**src/rtl/rtc_alarm_irq_pkg.sv**
```systemverilog
`timescale 1ns/1ps
package rtc_alarm_irq_pkg;
    localparam int FIELD_W_DEF     = 8;
    localparam int N_FIELDS_DEF    = 8;
    localparam int N_PERIODIC_DEF  = 6;
    localparam int ADDR_W_DEF      = 5;
    localparam int ALARM_BASE_DEF  = 8;
    localparam int STATUS_ADDR_DEF = 16;
    // field index whose ignore bit turns into a compare against zero
    localparam int HUND_IDX        = 0;

    typedef enum logic [1:0] {
        ACC_NONE   = 2'd0,
        ACC_ALARM  = 2'd1,
        ACC_STATUS = 2'd2
    } acc_kind_e;
endpackage

```
**src/rtl/rtc_alarm_bank.sv**
```systemverilog
`timescale 1ns/1ps
module rtc_alarm_bank
    import rtc_alarm_irq_pkg::*;
#(
    parameter int FIELD_W  = FIELD_W_DEF,
    parameter int N_FIELDS = N_FIELDS_DEF,
    localparam int IDX_W   = $clog2(N_FIELDS)
) (
    input  logic                         clk,
    input  logic                         rst_n,
    input  logic                         wr_en_i,
    input  logic [IDX_W-1:0]             wr_idx_i,
    input  logic [FIELD_W-1:0]           wr_data_i,
    output logic [N_FIELDS*FIELD_W-1:0]  words_o
);
    typedef struct packed {
        logic [N_FIELDS-1:0][FIELD_W-1:0] word;
    } bank_state_t;

    bank_state_t s_d, s_q;

    always_comb begin
        s_d = s_q;
        if (wr_en_i) begin
            s_d.word[wr_idx_i] = wr_data_i;
        end
    end

    always_ff @(posedge clk or negedge rst_n) begin
        if (!rst_n) begin
            s_q <= '0;
        end else begin
            s_q <= s_d;
        end
    end

    assign words_o = s_q.word;
endmodule

```
**src/rtl/rtc_alarm_matcher.sv**
```systemverilog
`timescale 1ns/1ps
module rtc_alarm_matcher
    import rtc_alarm_irq_pkg::*;
#(
    parameter int FIELD_W  = FIELD_W_DEF,
    parameter int N_FIELDS = N_FIELDS_DEF,
    localparam int CMP_W   = FIELD_W - 1
) (
    input  logic [N_FIELDS*FIELD_W-1:0] words_i,
    input  logic [N_FIELDS*FIELD_W-1:0] cnt_i,
    input  logic                        tick_i,
    output logic                        alarm_ev_o
);
    logic [N_FIELDS-1:0] field_eq;

    generate
        for (genvar k = 0; k < N_FIELDS; k++) begin : g_field
            logic               ign;
            logic [FIELD_W-1:0] want;
            logic [FIELD_W-1:0] have;

            assign ign  = words_i[k*FIELD_W + CMP_W];
            assign want = {1'b0, words_i[k*FIELD_W +: CMP_W]};
            assign have = cnt_i[k*FIELD_W +: FIELD_W];

            if (k == HUND_IDX) begin : g_zero_when_ignored
                assign field_eq[k] = ign ? (have == '0) : (want == have);
            end else begin : g_skip_when_ignored
                assign field_eq[k] = ign | (want == have);
            end
        end
    endgenerate

    assign alarm_ev_o = tick_i & (&field_eq);
endmodule

```
**src/rtl/rtc_irq_flags.sv**
```systemverilog
`timescale 1ns/1ps
module rtc_irq_flags
    import rtc_alarm_irq_pkg::*;
#(
    parameter int N_PERIODIC = N_PERIODIC_DEF,
    localparam int FLAG_W    = N_PERIODIC + 1
) (
    input  logic                  clk,
    input  logic                  rst_n,
    input  logic [N_PERIODIC-1:0] inc_i,
    input  logic                  alarm_ev_i,
    input  logic                  int_en_i,
    input  logic                  mask_we_i,
    input  logic [FLAG_W-1:0]     mask_wdata_i,
    input  logic                  clear_i,
    output logic [FLAG_W:0]       status_o,
    output logic                  irq_o
);
    typedef struct packed {
        logic [FLAG_W-1:0] mask;
        logic [FLAG_W-1:0] flags;
        logic              glob;
    } flag_state_t;

    flag_state_t       s_d, s_q;
    logic [FLAG_W-1:0] events;
    logic [FLAG_W-1:0] kept;
    logic              glob_q;

    always_comb begin
        s_d    = s_q;
        events = {inc_i, alarm_ev_i};
        kept   = clear_i ? '0 : s_q.flags;
        if (mask_we_i) begin
            s_d.mask = mask_wdata_i;
        end
        s_d.flags = kept | events;
        s_d.glob  = (clear_i ? 1'b0 : s_q.glob)
                  | (int_en_i & (|(s_d.flags & s_q.mask)));
    end

    always_ff @(posedge clk or negedge rst_n) begin
        if (!rst_n) begin
            s_q <= '0;
        end else begin
            s_q <= s_d;
        end
    end

    assign glob_q   = s_q.glob;
    assign status_o = {s_q.glob, s_q.flags};
    assign irq_o    = s_q.glob;


    inc_sets_flag_chk: assert property (@(posedge clk) disable iff (!rst_n)
        (|inc_i) |=> ((s_q.flags[FLAG_W-1:1] & $past(inc_i)) == $past(inc_i)));


    irq_needs_en_chk: assert property (@(posedge clk) disable iff (!rst_n)
        $rose(glob_q) |-> $past(int_en_i));


    clear_empties_chk: assert property (@(posedge clk) disable iff (!rst_n)
        (clear_i && (events == '0)) |=> ((s_q.flags == '0) && !glob_q));


    event_survives_clear_chk: assert property (@(posedge clk) disable iff (!rst_n)
        (clear_i && alarm_ev_i) |=> s_q.flags[0]);
endmodule

```
**src/rtl/rtc_alarm_irq.sv**
```systemverilog
`timescale 1ns/1ps
module rtc_alarm_irq
    import rtc_alarm_irq_pkg::*;
#(
    parameter int FIELD_W     = FIELD_W_DEF,
    parameter int N_FIELDS    = N_FIELDS_DEF,
    parameter int N_PERIODIC  = N_PERIODIC_DEF,
    parameter int ADDR_W      = ADDR_W_DEF,
    parameter int ALARM_BASE  = ALARM_BASE_DEF,
    parameter int STATUS_ADDR = STATUS_ADDR_DEF
) (
    input  logic                        clk,
    input  logic                        rst_n,
    input  logic                        tick_i,
    input  logic [N_PERIODIC-1:0]       inc_i,
    input  logic [N_FIELDS*FIELD_W-1:0] cnt_i,
    input  logic                        int_en_i,
    input  logic                        standby_i,
    input  logic                        bus_cs_i,
    input  logic                        bus_rd_i,
    input  logic                        bus_wr_i,
    input  logic [ADDR_W-1:0]           bus_addr_i,
    input  logic [FIELD_W-1:0]          bus_wdata_i,
    output logic [FIELD_W-1:0]          bus_rdata_o,
    output logic                        irq_o
);
    localparam int IDX_W  = $clog2(N_FIELDS);
    localparam int FLAG_W = N_PERIODIC + 1;
    localparam logic [ADDR_W-1:0] A_BASE = ADDR_W'(ALARM_BASE);
    localparam logic [ADDR_W-1:0] A_LAST = ADDR_W'(ALARM_BASE + N_FIELDS - 1);
    localparam logic [ADDR_W-1:0] A_STAT = ADDR_W'(STATUS_ADDR);

    typedef struct packed {
        logic rd_stat;
    } port_state_t;

    port_state_t               s_d, s_q;
    acc_kind_e                 kind;
    logic                      acc_ok;
    logic                      rd_stat_now;
    logic                      clear;
    logic [IDX_W-1:0]          idx;
    logic [N_FIELDS*FIELD_W-1:0] words;
    logic [FIELD_W-1:0]        word_arr [N_FIELDS];
    logic [FLAG_W:0]           status_w;
    logic                      alarm_ev;
    logic                      alarm_we;
    logic                      mask_we;

    generate
        for (genvar k = 0; k < N_FIELDS; k++) begin : g_unpack
            assign word_arr[k] = words[k*FIELD_W +: FIELD_W];
        end
    endgenerate

    always_comb begin
        s_d    = s_q;
        acc_ok = bus_cs_i & ~standby_i;
        idx    = IDX_W'(bus_addr_i - A_BASE);
        if ((bus_addr_i >= A_BASE) && (bus_addr_i <= A_LAST)) begin
            kind = ACC_ALARM;
        end else if (bus_addr_i == A_STAT) begin
            kind = ACC_STATUS;
        end else begin
            kind = ACC_NONE;
        end

        alarm_we    = acc_ok & bus_wr_i & (kind == ACC_ALARM);
        mask_we     = acc_ok & bus_wr_i & (kind == ACC_STATUS);
        rd_stat_now = acc_ok & bus_rd_i & (kind == ACC_STATUS);
        clear       = s_q.rd_stat & ~rd_stat_now;
        s_d.rd_stat = rd_stat_now;

        bus_rdata_o = '0;
        if (acc_ok & bus_rd_i) begin
            case (kind)
                ACC_ALARM:  bus_rdata_o = word_arr[idx];
                ACC_STATUS: bus_rdata_o = FIELD_W'(status_w);
                default:    bus_rdata_o = '0;
            endcase
        end
    end

    always_ff @(posedge clk or negedge rst_n) begin
        if (!rst_n) begin
            s_q <= '0;
        end else begin
            s_q <= s_d;
        end
    end

    rtc_alarm_bank #(
        .FIELD_W  (FIELD_W),
        .N_FIELDS (N_FIELDS)
    ) u_bank (
        .clk       (clk),
        .rst_n     (rst_n),
        .wr_en_i   (alarm_we),
        .wr_idx_i  (idx),
        .wr_data_i (bus_wdata_i),
        .words_o   (words)
    );

    rtc_alarm_matcher #(
        .FIELD_W  (FIELD_W),
        .N_FIELDS (N_FIELDS)
    ) u_match (
        .words_i    (words),
        .cnt_i      (cnt_i),
        .tick_i     (tick_i),
        .alarm_ev_o (alarm_ev)
    );

    rtc_irq_flags #(
        .N_PERIODIC (N_PERIODIC)
    ) u_flags (
        .clk          (clk),
        .rst_n        (rst_n),
        .inc_i        (inc_i),
        .alarm_ev_i   (alarm_ev),
        .int_en_i     (int_en_i),
        .mask_we_i    (mask_we),
        .mask_wdata_i (bus_wdata_i[FLAG_W-1:0]),
        .clear_i      (clear),
        .status_o     (status_w),
        .irq_o        (irq_o)
    );


    standby_wr_blocked_chk: assert property (@(posedge clk) disable iff (!rst_n)
        (standby_i && bus_wr_i) |=> $stable(words));


    alarm_on_tick_chk: assert property (@(posedge clk) disable iff (!rst_n)
        $rose(status_w[0]) |-> $past(tick_i));
endmodule

```
**config.mk**
```make
export PLATFORM = sky130hd
export DESIGN_NAME = rtc_alarm_irq
export DESIGN_NICKNAME = d
export VERILOG_FILES = /design/src/rtl/rtc_alarm_irq_pkg.sv /design/src/rtl/rtc_alarm_bank.sv /design/src/rtl/rtc_alarm_matcher.sv /design/src/rtl/rtc_irq_flags.sv /design/src/rtl/rtc_alarm_irq.sv
export SDC_FILE = /design/constraint.sdc
export NUM_CORES = 1
export LEC_CHECK = 0
export ABC_AREA = 1
export BUFFER_PORTS_ARGS = -buffer_cell sky130_fd_sc_hd__buf_2
export CORE_UTILIZATION = 35
export CTS_CLUSTER_DIAMETER = 80
export DETAILED_ROUTE_END_ITERATION = 16
export GPL_TIMING_DRIVEN = 0
export SETUP_SLACK_MARGIN = 0.02
export SLEW_MARGIN = 0
export SYNTH_ARGS = -nofsm -noshare
export SYNTH_HDL_FRONTEND = slang
export SYNTH_SLANG_ARGS = --single-unit
```
**constraint.sdc**
```tcl
create_clock -name clk -period 1.68 [get_ports clk]
set_clock_uncertainty 0.15 [all_clocks]
set_input_delay 0 -clock clk [delete_from_list [all_inputs] [get_ports clk]]
set_output_delay 0 -clock clk [all_outputs]
set_load 0.01 [all_outputs]
```
==> results of run 1 <==
how the worst min path moves through the flow:
stage / from / to / slack, ns / depth (start not counted)
3_5_place_dp: rst_n / u_flags.s_q[12] / -0.15 / 1
2_1_floorplan: rst_n / s_q / -0.45 / 0
6_report: rst_n / u_flags.status_o[6] / 0.03 / 2
5_1_grt: bus_wdata_i[1] / u_flags.s_q[9] / 0.03 / 3
3_3_place_gp: inc_i[5] / u_flags.status_o[6] / 0.05 / 2
4_1_cts: rst_n / u_flags.status_o[1] / 0.04 / 2
cell usage after synthesis (6+ instances only):
cell | count | area share
dfrtp_1 | 80 | 0.44
inv_1 | 106 | 0.087
nand2_1 | 228 | 0.19
or2_2 | 6 | 0.0082
nand3_1 | 15 | 0.016
xnor2_1 | 16 | 0.031
o22ai_1 | 13 | 0.018
nor2_1 | 36 | 0.030
o21ai_0 | 78 | 0.085
cell type report:
cell class                 instances  area (sq um)
inverter                         110           413
sequential                        80          2000
multi-input combinational        441          2370
timing repair buffer             139           875
clock inverter                     3          65.1
tap                              172           215
fill                            1269          6440
clock buffer                      13           250
buffer                             7          32.5
cell usage in the layout, fill, tap and decap left out, types with 3 or more instances in the layout:
cell	synthesis	layout
nand2_1	228	210
buf_2	4	102
inv_1	106	96
dfrtp_1	80	78
o21ai_0	78	74
nor2_1	36	34
buf_4	0	21
nand2_2	1	19
xnor2_1	16	14
inv_2	3	13
dlygate4sd3_1	0	13
nand3_1	15	12
o22ai_1	13	11
clkbuf_16	0	9
o211ai_1	5	5
or2_2	6	5
clkbuf_1	5	5
buf_6	0	5
a21oi_1	5	4
xor2_1	4	4
nor2_2	1	3
nand3_2	0	3
o41ai_2	0	3
a221oi_2	0	3
kinds of logic (layout without fill, tap and decap cells):
logic type      Yosys count  after routing
compound gates          123            123
xor+xnor                 20             20
buf+inv                 119            272
flops                    80             80
simple gates            298            298
sequential cells by signal (all words and copies together) (netlist names):
name              count
u_bank.words_o       64
u_flags.s_q           7
u_flags.status_o      7
s_q                   1
u_flags.irq_o         1
stage by stage:
step / area [sq um] / utilization / worst slack [ns]
after floorplan: 4570 / - / 0.215
after global placement: 5280 / 0.417 / -0.115
after detailed placement: 5300 / 0.418 / -0.100
after CTS: 6010 / 0.474 / -0.128
after global routing: 6230 / 0.492 / -0.176
final: 6230 / 0.492 / -0.132
power by group:
group | switching [mW] | internal [mW] | total, mW | leakage (nW)
Sequential | 0.143 | 2.07 | 2.21 | 1.05
Combinational | 0.507 | 0.410 | 0.916 | 1.98
Clock | 0.749 | 1.34 | 2.09 | 0.154
repair_timing:
item | CTS | global route
setup buffers | 16 | 10
hold buffers | 13 | 0
hold endpoints to repair | 98 | 0
pin swaps | 28 | 25
gates resized for setup | 35 | 39
cloned | 0 | 0
endpoints found under the setup margin | 9 | 63
per-layer routing:
metal	global-route usage	routed length (um)	vias up
li1	-	-	2322
met1	0.302	6650	2154
met2	0.376	6800	155
met3	0.0384	786	19
met4	0.0701	299	0
met5	0	0	-
==> results.sh, run 1 <==
export IMPL_synth_area_mux_share=0
export IMPL_hold_path_class="in -> async"
export IMPL_worstPathRequired_ns=1.53
export IMPL_synth_ff_type="dfrtp_1"
export IMPL_cp_start_kind="register"
export IMPL_clock_latency_ns=0.33
export IMPL_clkSinkCount=80
export IMPL_r2r_setup_slack_ns=-0.05
export IMPL_path_depth=5
export IMPL_final_cells=965
export IMPL_slew_headroom=0.452
export IMPL_fp_dieW_um=116
export IMPL_finalCritPeriodShare=1.08
export IMPL_grt_pass1_wl_mm=22.6
export IMPL_gr_total_overflow=0
export IMPL_cts_root_buf="clkbuf_16"
export IMPL_wl_per_cell_um=15.1
export IMPL_critical_path_max_stage_delay_ns=0.38
export IMPL_yosys_area_share_xor_xnor=0.0383
export IMPL_clockBufferDepth=2
export IMPL_cts_buffers=9
export IMPL_ys_seq_elements=80
export IMPL_synthesis_area_sq_um=4570
export IMPL_clk_pin_slew_ns=0.06
export IMPL_fin_crit_ns=1.81
export IMPL_routed_wirelength_mm=14.5
export IMPL_drc=0
export IMPL_whs_ns=0.0269
export IMPL_grt_max_degree=46
export IMPL_status="finished with violations"
export IMPL_worst_pin_slew_ns=0.818
export IMPL_die_area_sq_um=13500
export IMPL_power_mw=5.22
export IMPL_htreeDepth=3
export IMPL_drv_cap=0
export IMPL_setup_viol=5
export IMPL_rows=41
export IMPL_leakage_nw=3.19
export IMPL_layout_setup_ws_ns=-0.132
export IMPL_antenna_cells=0
export IMPL_crit_path_max_fanout=3
export IMPL_core_sq_um=12700
export IMPL_num_vias=4650
export IMPL_drt_first_pass_iters=5
export IMPL_start_util=0.361
export IMPL_die_h_um=116
export IMPL_startpoint="u_bank.words_o[19]"
export IMPL_place_gp_congestion=0.929
export IMPL_viasPerCell=4.82
export IMPL_area_growth_pct=36.4
export IMPL_antenna_found_initial=0
export IMPL_arrival_ns=1.66
export IMPL_r2r_cells=16
export IMPL_synth_area_per_cell_sq_um=7.14
export IMPL_path_buf_inv=2
export IMPL_path_cells="inv_2 > a221oi_4 > o2111ai_2 > o22ai_1 > buf_2"
export IMPL_clock_fmax_mhz=552
export IMPL_place_inst=912
export IMPL_r2r_end="u_flags.irq_o"
export IMPL_ios=100
export IMPL_critPathTopFamily="compound AO/OA/AOI/OAI gates"
export IMPL_drive_gt1_frac=0.279
export IMPL_synth_top_family_by_area="simple AND/OR/NAND/NOR gates"
export IMPL_synthAdderAreaFrac=0
export IMPL_fin_setup_tns_ns=-0.275
export IMPL_synth_edf_count=0
export IMPL_first_global_vias=4427
export IMPL_end_kind="output pin"
export IMPL_port_buffers=99
export IMPL_grt_total_usage=0.227
export IMPL_violations="setup timing"
export IMPL_rr_startpoint="u_bank.words_o[59]"
export IMPL_power_density_nw_per_um2=838
export IMPL_drtIter0Drc=268
export IMPL_ys_async_sr_fraction=1.00
export IMPL_rsz0062_at_grt="yes"
export IMPL_syn_nets=731
export IMPL_crit_type="reg -> out"
export IMPL_synth_compound_area_frac=0.158
export IMPL_ys_warnings_count=0
export IMPL_ys_seq_area_frac=0.438
export IMPL_dp_hpwl_mm=10.8
export IMPL_synth_cell_types=35
export IMPL_synth_simple_area_share=0.267
export IMPL_final_antenna_net_count=0
export IMPL_cts_tree="yes"
export IMPL_syn_inst=640
export IMPL_hold_violations=0
export IMPL_slew_viol_final=0
export IMPL_vdd_drop_max_mv=0.431
export IMPL_nNetsFinal=879
export IMPL_endpoint="bus_rdata_o[3]"
export IMPL_slowest_stage="dfrtp_1"
Power figures use the tool's default switching activity.
==> run 2: changes to the inputs <==
--- a/config.mk
+++ b/config.mk
@@ -5,8 +5,8 @@
 export SDC_FILE = /design/constraint.sdc
 export NUM_CORES = 1
 export LEC_CHECK = 0
-export ABC_AREA = 1
 export BUFFER_PORTS_ARGS = -buffer_cell sky130_fd_sc_hd__buf_2
+export CORE_MARGIN = 8
 export CORE_UTILIZATION = 35
 export CTS_CLUSTER_DIAMETER = 80
 export DETAILED_ROUTE_END_ITERATION = 16
==> run 2 against run 1 <==
Effect of this change: the run ends with hold timing, setup timing left; critical path depth did not move; die area is 24% higher; cell count down 29%; sequential power about the same; count of clock-buffer cells in the layout is 2 lower; critical endpoint is now bus_rdata_o[1].
==> results.sh, run 2 <==
export IMPL_violations="hold timing, setup timing"
export IMPL_final_cells=683
export IMPL_start_util=0.358
export IMPL_drive_gt1_frac=0.524
export IMPL_num_vias=3539
export IMPL_die_area_sq_um=16800
export IMPL_ys_warnings_count=0
export IMPL_whs_ns=-0.00104
export IMPL_routed_wirelength_mm=14.3
export IMPL_worst_pin_slew_ns=0.550
export IMPL_nNetsFinal=597
export IMPL_drtIter0Drc=239
export IMPL_ios=100
export IMPL_setup_viol=18
export IMPL_cts_root_buf="clkbuf_16"
export IMPL_rr_startpoint="u_bank.words_o[40]"
export IMPL_core_sq_um=12600
export IMPL_synth_area_mux_share=0.245
export IMPL_drt_first_pass_iters=4
export IMPL_clock_fmax_mhz=509
export IMPL_fp_dieW_um=130
export IMPL_fin_crit_ns=1.96
export IMPL_path_cells="buf_6 > mux4_2 > mux2i_2 > o21ai_1 > buf_2"
export IMPL_dp_hpwl_mm=10.7
export IMPL_r2r_setup_slack_ns=-0.22
export IMPL_finalInstanceArea_sq_um=6140
export IMPL_regArea_sq_um=2000
export IMPL_power_density_nw_per_um2=894
export IMPL_hold_path_class="in -> reg"
export IMPL_die_h_um=130
export IMPL_synth_compound_area_frac=0.0879
export IMPL_crit_type="reg -> out"
export IMPL_critical_path_max_stage_delay_ns=0.49
export IMPL_final_antenna_net_count=0
export IMPL_cts_tree="yes"
export IMPL_synthTopCellsByArea="dfrtp_1, mux2_2, xor2_1"
export IMPL_synth_top_family_by_area="multiplexers"
export IMPL_leakage_nw=2.95
export IMPL_htreeDepth=3
export IMPL_grt_total_usage=0.173
export IMPL_final_common_cell="buf_2"
export IMPL_synth_simple_area_share=0.0965
export IMPL_antenna_cells=0
export IMPL_gr_total_overflow=0
export IMPL_syn_nets=451
export IMPL_worstPathRequired_ns=1.53
export IMPL_place_inst=631
export IMPL_multiInputGateArea_sq_um=2610
export IMPL_port_buffers=98
export IMPL_ys_seq_area_frac=0.444
export IMPL_yosys_area_share_xor_xnor=0.109
export IMPL_synthAdderAreaFrac=0
export IMPL_placed_cell_area_sq_um=5240
export IMPL_synthesis_area_sq_um=4510
export IMPL_synth_ff_type="dfrtp_1"
export IMPL_worstHoldStart="bus_wdata_i[0]"
export IMPL_viasPerCell=5.18
export IMPL_synth_cell_types=55
export IMPL_syn_inst=360
export IMPL_arrival_ns=1.81
export IMPL_layout_setup_ws_ns=-0.284
export IMPL_hold_violations=1
export IMPL_largest_reg_flops=64
export IMPL_slew_viol_final=0
export IMPL_grt_pass1_wl_mm=21.9
export IMPL_synth_common_cells="dfrtp_1, mux2_2, xor2_1, nor4_1"
export IMPL_cp_start_kind="register"
export IMPL_synth_area_per_cell_sq_um=12.5
export IMPL_finalCritPeriodShare=1.17
export IMPL_startpoint="u_bank.words_o[25]"
export IMPL_drv_cap=0
export IMPL_n_fill_cell=1167
export IMPL_first_global_vias=3813
export IMPL_clockBufferDepth=2
export IMPL_final_cell_mix="buf_2, dfrtp_1, mux2_2"
export IMPL_clkSinkCount=80
export IMPL_fin_setup_tns_ns=-1.88
export IMPL_slowest_stage="mux4_2"
export IMPL_power_mw=5.49
export IMPL_synth_edf_count=0
export IMPL_crit_path_max_fanout=3
export IMPL_clock_latency_ns=0.34
export IMPL_synth_most_common_cell="dfrtp_1"
export IMPL_rsz0062_at_grt="yes"
export IMPL_path_buf_inv=2
export IMPL_place_gp_congestion=0.877
export IMPL_drc=0
export IMPL_slew_headroom=0.631
export IMPL_vdd_drop_max_mv=0.478
export IMPL_rows=41
export IMPL_end_kind="output pin"
export IMPL_ys_async_sr_fraction=1.00
export IMPL_critPathTopFamily="multiplexers"
export IMPL_status="finished with violations"
export IMPL_cts_buffers=9
export IMPL_area_growth_pct=36.0
export IMPL_clk_pin_slew_ns=0.06
export IMPL_grt_max_degree=44
export IMPL_ys_seq_elements=80
export IMPL_antenna_found_initial=0
export IMPL_yosysTopAreaCell="dfrtp_1"
export IMPL_yosysTopAreaCellShare=0.444
export IMPL_wl_per_cell_um=20.9
-- run 2: changes by cell type after synthesis, sizes merged, moves of 9 or more --
cell / delta
nand2: -218
inv: -107
mux2: +77
o21ai: -71
xor2: +50
nor2: -34
nor4: +17
nand3: -14
xnor2: -14
o22ai: -9
-- run 2: area by class of cell --
cell class,count,share of cell area
Buffer,11,0.0145
Clock buffer,11,0.0412
Clock inverter,5,0.0167
Inverter,3,0.00183
Multi-Input combinational cell,266,0.424
Sequential cell,80,0.326
Tap cell,172,0.0351
Timing Repair Buffer,135,0.140
-- run 2: cells by family after synthesis --
family,after synthesis
AOI/OAI and AO/OA,55
xor gates and xnor gates,56
buffers and inverters,14
DFF,80
muxes,90
and+or+nand+nor,65
-- run 2: worst paths after layout --
kind | to | cells past startpoint
min in group asynchronous | u_bank.words_o[22] | 2
worst min-delay path | u_bank.words_o[16] | 2
worst min register to register | u_flags.status_o[1] | 2
max in group asynchronous | u_bank.words_o[27] | 3
worst max register to register | u_flags.irq_o | 6
worst max-delay path | bus_rdata_o[1] | 5
-- run 2: repair_timing --
action                     in CTS  in global routing
buffers inserted               11                  6
pin swaps                       9                 22
hold buffers                   19                  0
hold endpoints to repair      141                  0
gates resized for setup        23                 27
cloned                          0                  0
setup endpoints to repair      28                 50
-- run 2: through the flow --
| step | setup WS (ns) | util |
|---|---|---|
| detailed placement | -0.462 | 0.415 |
| floorplan | 0.0401 | - |
| global route | -0.308 | 0.487 |
| CTS | -0.228 | 0.472 |
| global placement | -0.481 | 0.414 |
| finish | -0.284 | 0.487 |
-- run 2: routing by layer --
| layer | up-vias | share of wire | GRT usage |
|---|---|---|---|
| met3 | 17 | 0.058 | 0.0366 |
| met1 | 1774 | 0.46 | 0.234 |
| met5 | - | 0 | 0 |
| met4 | 0 | 0.012 | 0.0389 |
| li1 | 1637 | - | - |
| met2 | 111 | 0.47 | 0.278 |
-- run 2: power breakdown --
group | switching (mW) | leakage, nW | internal [mW] | total (mW)
Combinational | 0.438 | 1.72 | 0.490 | 0.928
Clock | 0.790 | 0.172 | 1.53 | 2.32
Sequential | 0.161 | 1.06 | 2.08 | 2.24
==> run 3: changes to the inputs <==
--- a/config.mk
+++ b/config.mk
@@ -11,6 +11,7 @@
 export CTS_CLUSTER_DIAMETER = 80
 export DETAILED_ROUTE_END_ITERATION = 16
 export GPL_TIMING_DRIVEN = 0
+export HOLD_SLACK_MARGIN = 0.15
 export SETUP_SLACK_MARGIN = 0.02
 export SLEW_MARGIN = 0
 export SYNTH_ARGS = -nofsm -noshare
==> run 3 against run 2 <==
Effect of this change: the run ends with setup timing left; register-to-register slack barely moved; flip-flop and latch count did not move; via count rose by 1.8%; die area did not move; clock power barely moved; first-iteration DRC count rose by 8.4%; sequential share of layout area fell by 0.98 points; final area rose by 3.1%; cell count rose by 2.8%; non-clock buffer count rose by 19; critical path depth did not move; largest cell class unchanged.
==> results.sh, run 3 (synthesized netlist as in run 2, its figures left out) <==
export IMPL_status="finished with violations"
export IMPL_violations="setup timing"
export IMPL_viasPerCell=5.13
export IMPL_die_area_sq_um=16800
export IMPL_finalCritPeriodShare=1.17
export IMPL_holdPathStages=6
export IMPL_hold_violations=0
export IMPL_worstHoldStart="cnt_i[23]"
export IMPL_comb_power_share=0.174
export IMPL_clockBufferDepth=2
export IMPL_switchingPower_mw=1.40
export IMPL_final_cell_mix="buf_2, dfrtp_1, mux2_2"
export IMPL_worst_pin_slew_ns=0.550
export IMPL_antenna_cells=0
export IMPL_first_global_vias=3878
export IMPL_gr_total_overflow=0
export IMPL_setup_viol=18
export IMPL_clkSinkCount=80
export IMPL_slew_viol_final=0
export IMPL_num_vias=3602
export IMPL_start_util=0.358
export IMPL_clock_fmax_mhz=509
export IMPL_final_antenna_net_count=0
export IMPL_sw_frac_of_total=0.253
export IMPL_hold_path_class="in -> reg"
export IMPL_slew_headroom=0.631
export IMPL_largest_reg_flops=64
export IMPL_drv_cap=0
export IMPL_drtIter0Drc=259
export IMPL_die_h_um=130
export IMPL_arrival_ns=1.82
export IMPL_fin_setup_tns_ns=-1.96
export IMPL_crit_path_max_fanout=3
export IMPL_drc=0
export IMPL_r2r_setup_slack_ns=-0.22
export IMPL_port_buffers=98
export IMPL_final_common_cell="buf_2"
export IMPL_antenna_found_initial=0
export IMPL_wl_per_cell_um=20.8
export IMPL_rows=41
export IMPL_grt_pass1_wl_mm=22.5
export IMPL_htreeDepth=3
export IMPL_seqPwrFrac=0.405
export IMPL_cts_tree="yes"
export IMPL_cts_buffers=9
export IMPL_routed_wirelength_mm=14.6
export IMPL_cp_start_kind="register"
export IMPL_drt_first_pass_iters=4
export IMPL_leakage_nw=3.02
export IMPL_grt_total_usage=0.178
export IMPL_r2r_end="u_flags.irq_o"
export IMPL_nNetsFinal=616
export IMPL_dp_hpwl_mm=10.7
export IMPL_clock_latency_ns=0.34
export IMPL_cts_root_buf="clkbuf_16"
export IMPL_power_mw=5.52
export IMPL_critPathTopFamily="multiplexers"
export IMPL_grt_max_degree=44
export IMPL_critical_path_max_stage_delay_ns=0.49
export IMPL_path_buf_inv=2
export IMPL_crit_type="reg -> out"
export IMPL_core_sq_um=12600
export IMPL_end_kind="output pin"
export IMPL_vdd_drop_max_mv=0.480
export IMPL_fin_crit_ns=1.97
export IMPL_area_growth_pct=40.3
export IMPL_ios=100
export IMPL_r2r_cells=6
export IMPL_worstHoldEndpoint="u_flags.status_o[0]"
export IMPL_drive_gt1_frac=0.506
export IMPL_layout_setup_ws_ns=-0.287
export IMPL_power_density_nw_per_um2=872
export IMPL_clkPwrFrac=0.421
export IMPL_worstPathRequired_ns=1.53
export IMPL_path_cells="buf_6 > mux4_2 > mux2i_2 > o21ai_1 > buf_2"
export IMPL_rsz0062_at_grt="yes"
export IMPL_place_gp_congestion=0.877
export IMPL_clk_pin_slew_ns=0.06
export IMPL_intPower_mw=4.12
export IMPL_slowest_stage="mux4_2"
export IMPL_rr_startpoint="u_bank.words_o[40]"
export IMPL_fp_dieW_um=130
-- run 3: cell types whose count changed in the layout (fill, tap and decap cells not counted), sizes merged --
cell         before  now
dlygate4sd3      19   38
-- run 3: per-stage QoR --
| stage | setup WS (ns) | std cells | hold slack, ns | cell area [sq um] | utilization |
|---|---|---|---|---|---|
| after global placement | -0.481 | 630 | 0.0457 | 5220 | 0.414 |
| after CTS | -0.228 | 696 | 0.164 | 6140 | 0.487 |
| after detailed placement | -0.462 | 631 | -0.143 | 5240 | 0.415 |
| after floorplan | 0.0401 | 360 | -0.446 | 4510 | - |
| after global routing | -0.308 | 702 | 0.162 | 6330 | 0.502 |
| final | -0.287 | 702 | 0.106 | 6330 | 0.502 |
-- run 3: timing repair --
action | in CTS | in global routing
hold buffers | 38 | 0
resized for setup | 23 | 27
pin swaps | 9 | 22
endpoints found under the hold margin | 160 | 0
setup endpoints to repair | 28 | 50
setup buffers | 11 | 6
-- run 3: worst max-delay path by stage --
stage                       startpoint         endpoint  slack [ns]  depth (start not counted)
detailed placement       bus_addr_i[1]   bus_rdata_o[2]       -0.46                          9
finish              u_bank.words_o[25]   bus_rdata_o[1]       -0.29                          5
floorplan                bus_addr_i[0]  u_flags.s_q[10]        0.04                          5
global placement         bus_addr_i[1]   bus_rdata_o[2]       -0.48                          9
CTS                 u_bank.words_o[29]   bus_rdata_o[5]       -0.23                          4
global route        u_bank.words_o[37]    u_flags.irq_o       -0.31                          6
-- run 3: worst min-delay path, delay by kind of cell --
kind | cells | cell delay (ns)
buffers and inverters | 1 | 0.08
AO/OA/AOI/OAI | 1 | 0.17
AND/OR/NAND/NOR | 4 | 0.30
-- run 3: layout make-up --
cell class | count | area (sq um)
buffer | 11 | 88.8
fill | 1148 | 6290
clock buffer | 11 | 253
timing repair buffer | 154 | 1050
multi-input combinational | 266 | 2610
inverter | 3 | 11.3
sequential | 80 | 2000
tap | 172 | 215
clock inverter | 5 | 103
-- run 3: layer usage --
metal | global-route usage | up-vias | wire length [um]
li1 | - | 1682 | -
met4 | 0.0417 | 0 | 174
met5 | 0 | - | 0
met1 | 0.240 | 1789 | 6720
met3 | 0.0374 | 16 | 835
met2 | 0.286 | 115 | 6870
-- run 3: power by group through the flow --
stage                     Combinational, mW  Clock, mW  Sequential [mW]
final                                 0.961       2.32             2.24
after global routing                   1.04       2.41             2.26
after CTS                             0.905       2.34             2.23
after detailed placement              0.773          0             2.27
after global placement                0.750          0             2.27
after floorplan                       0.455          0             2.21
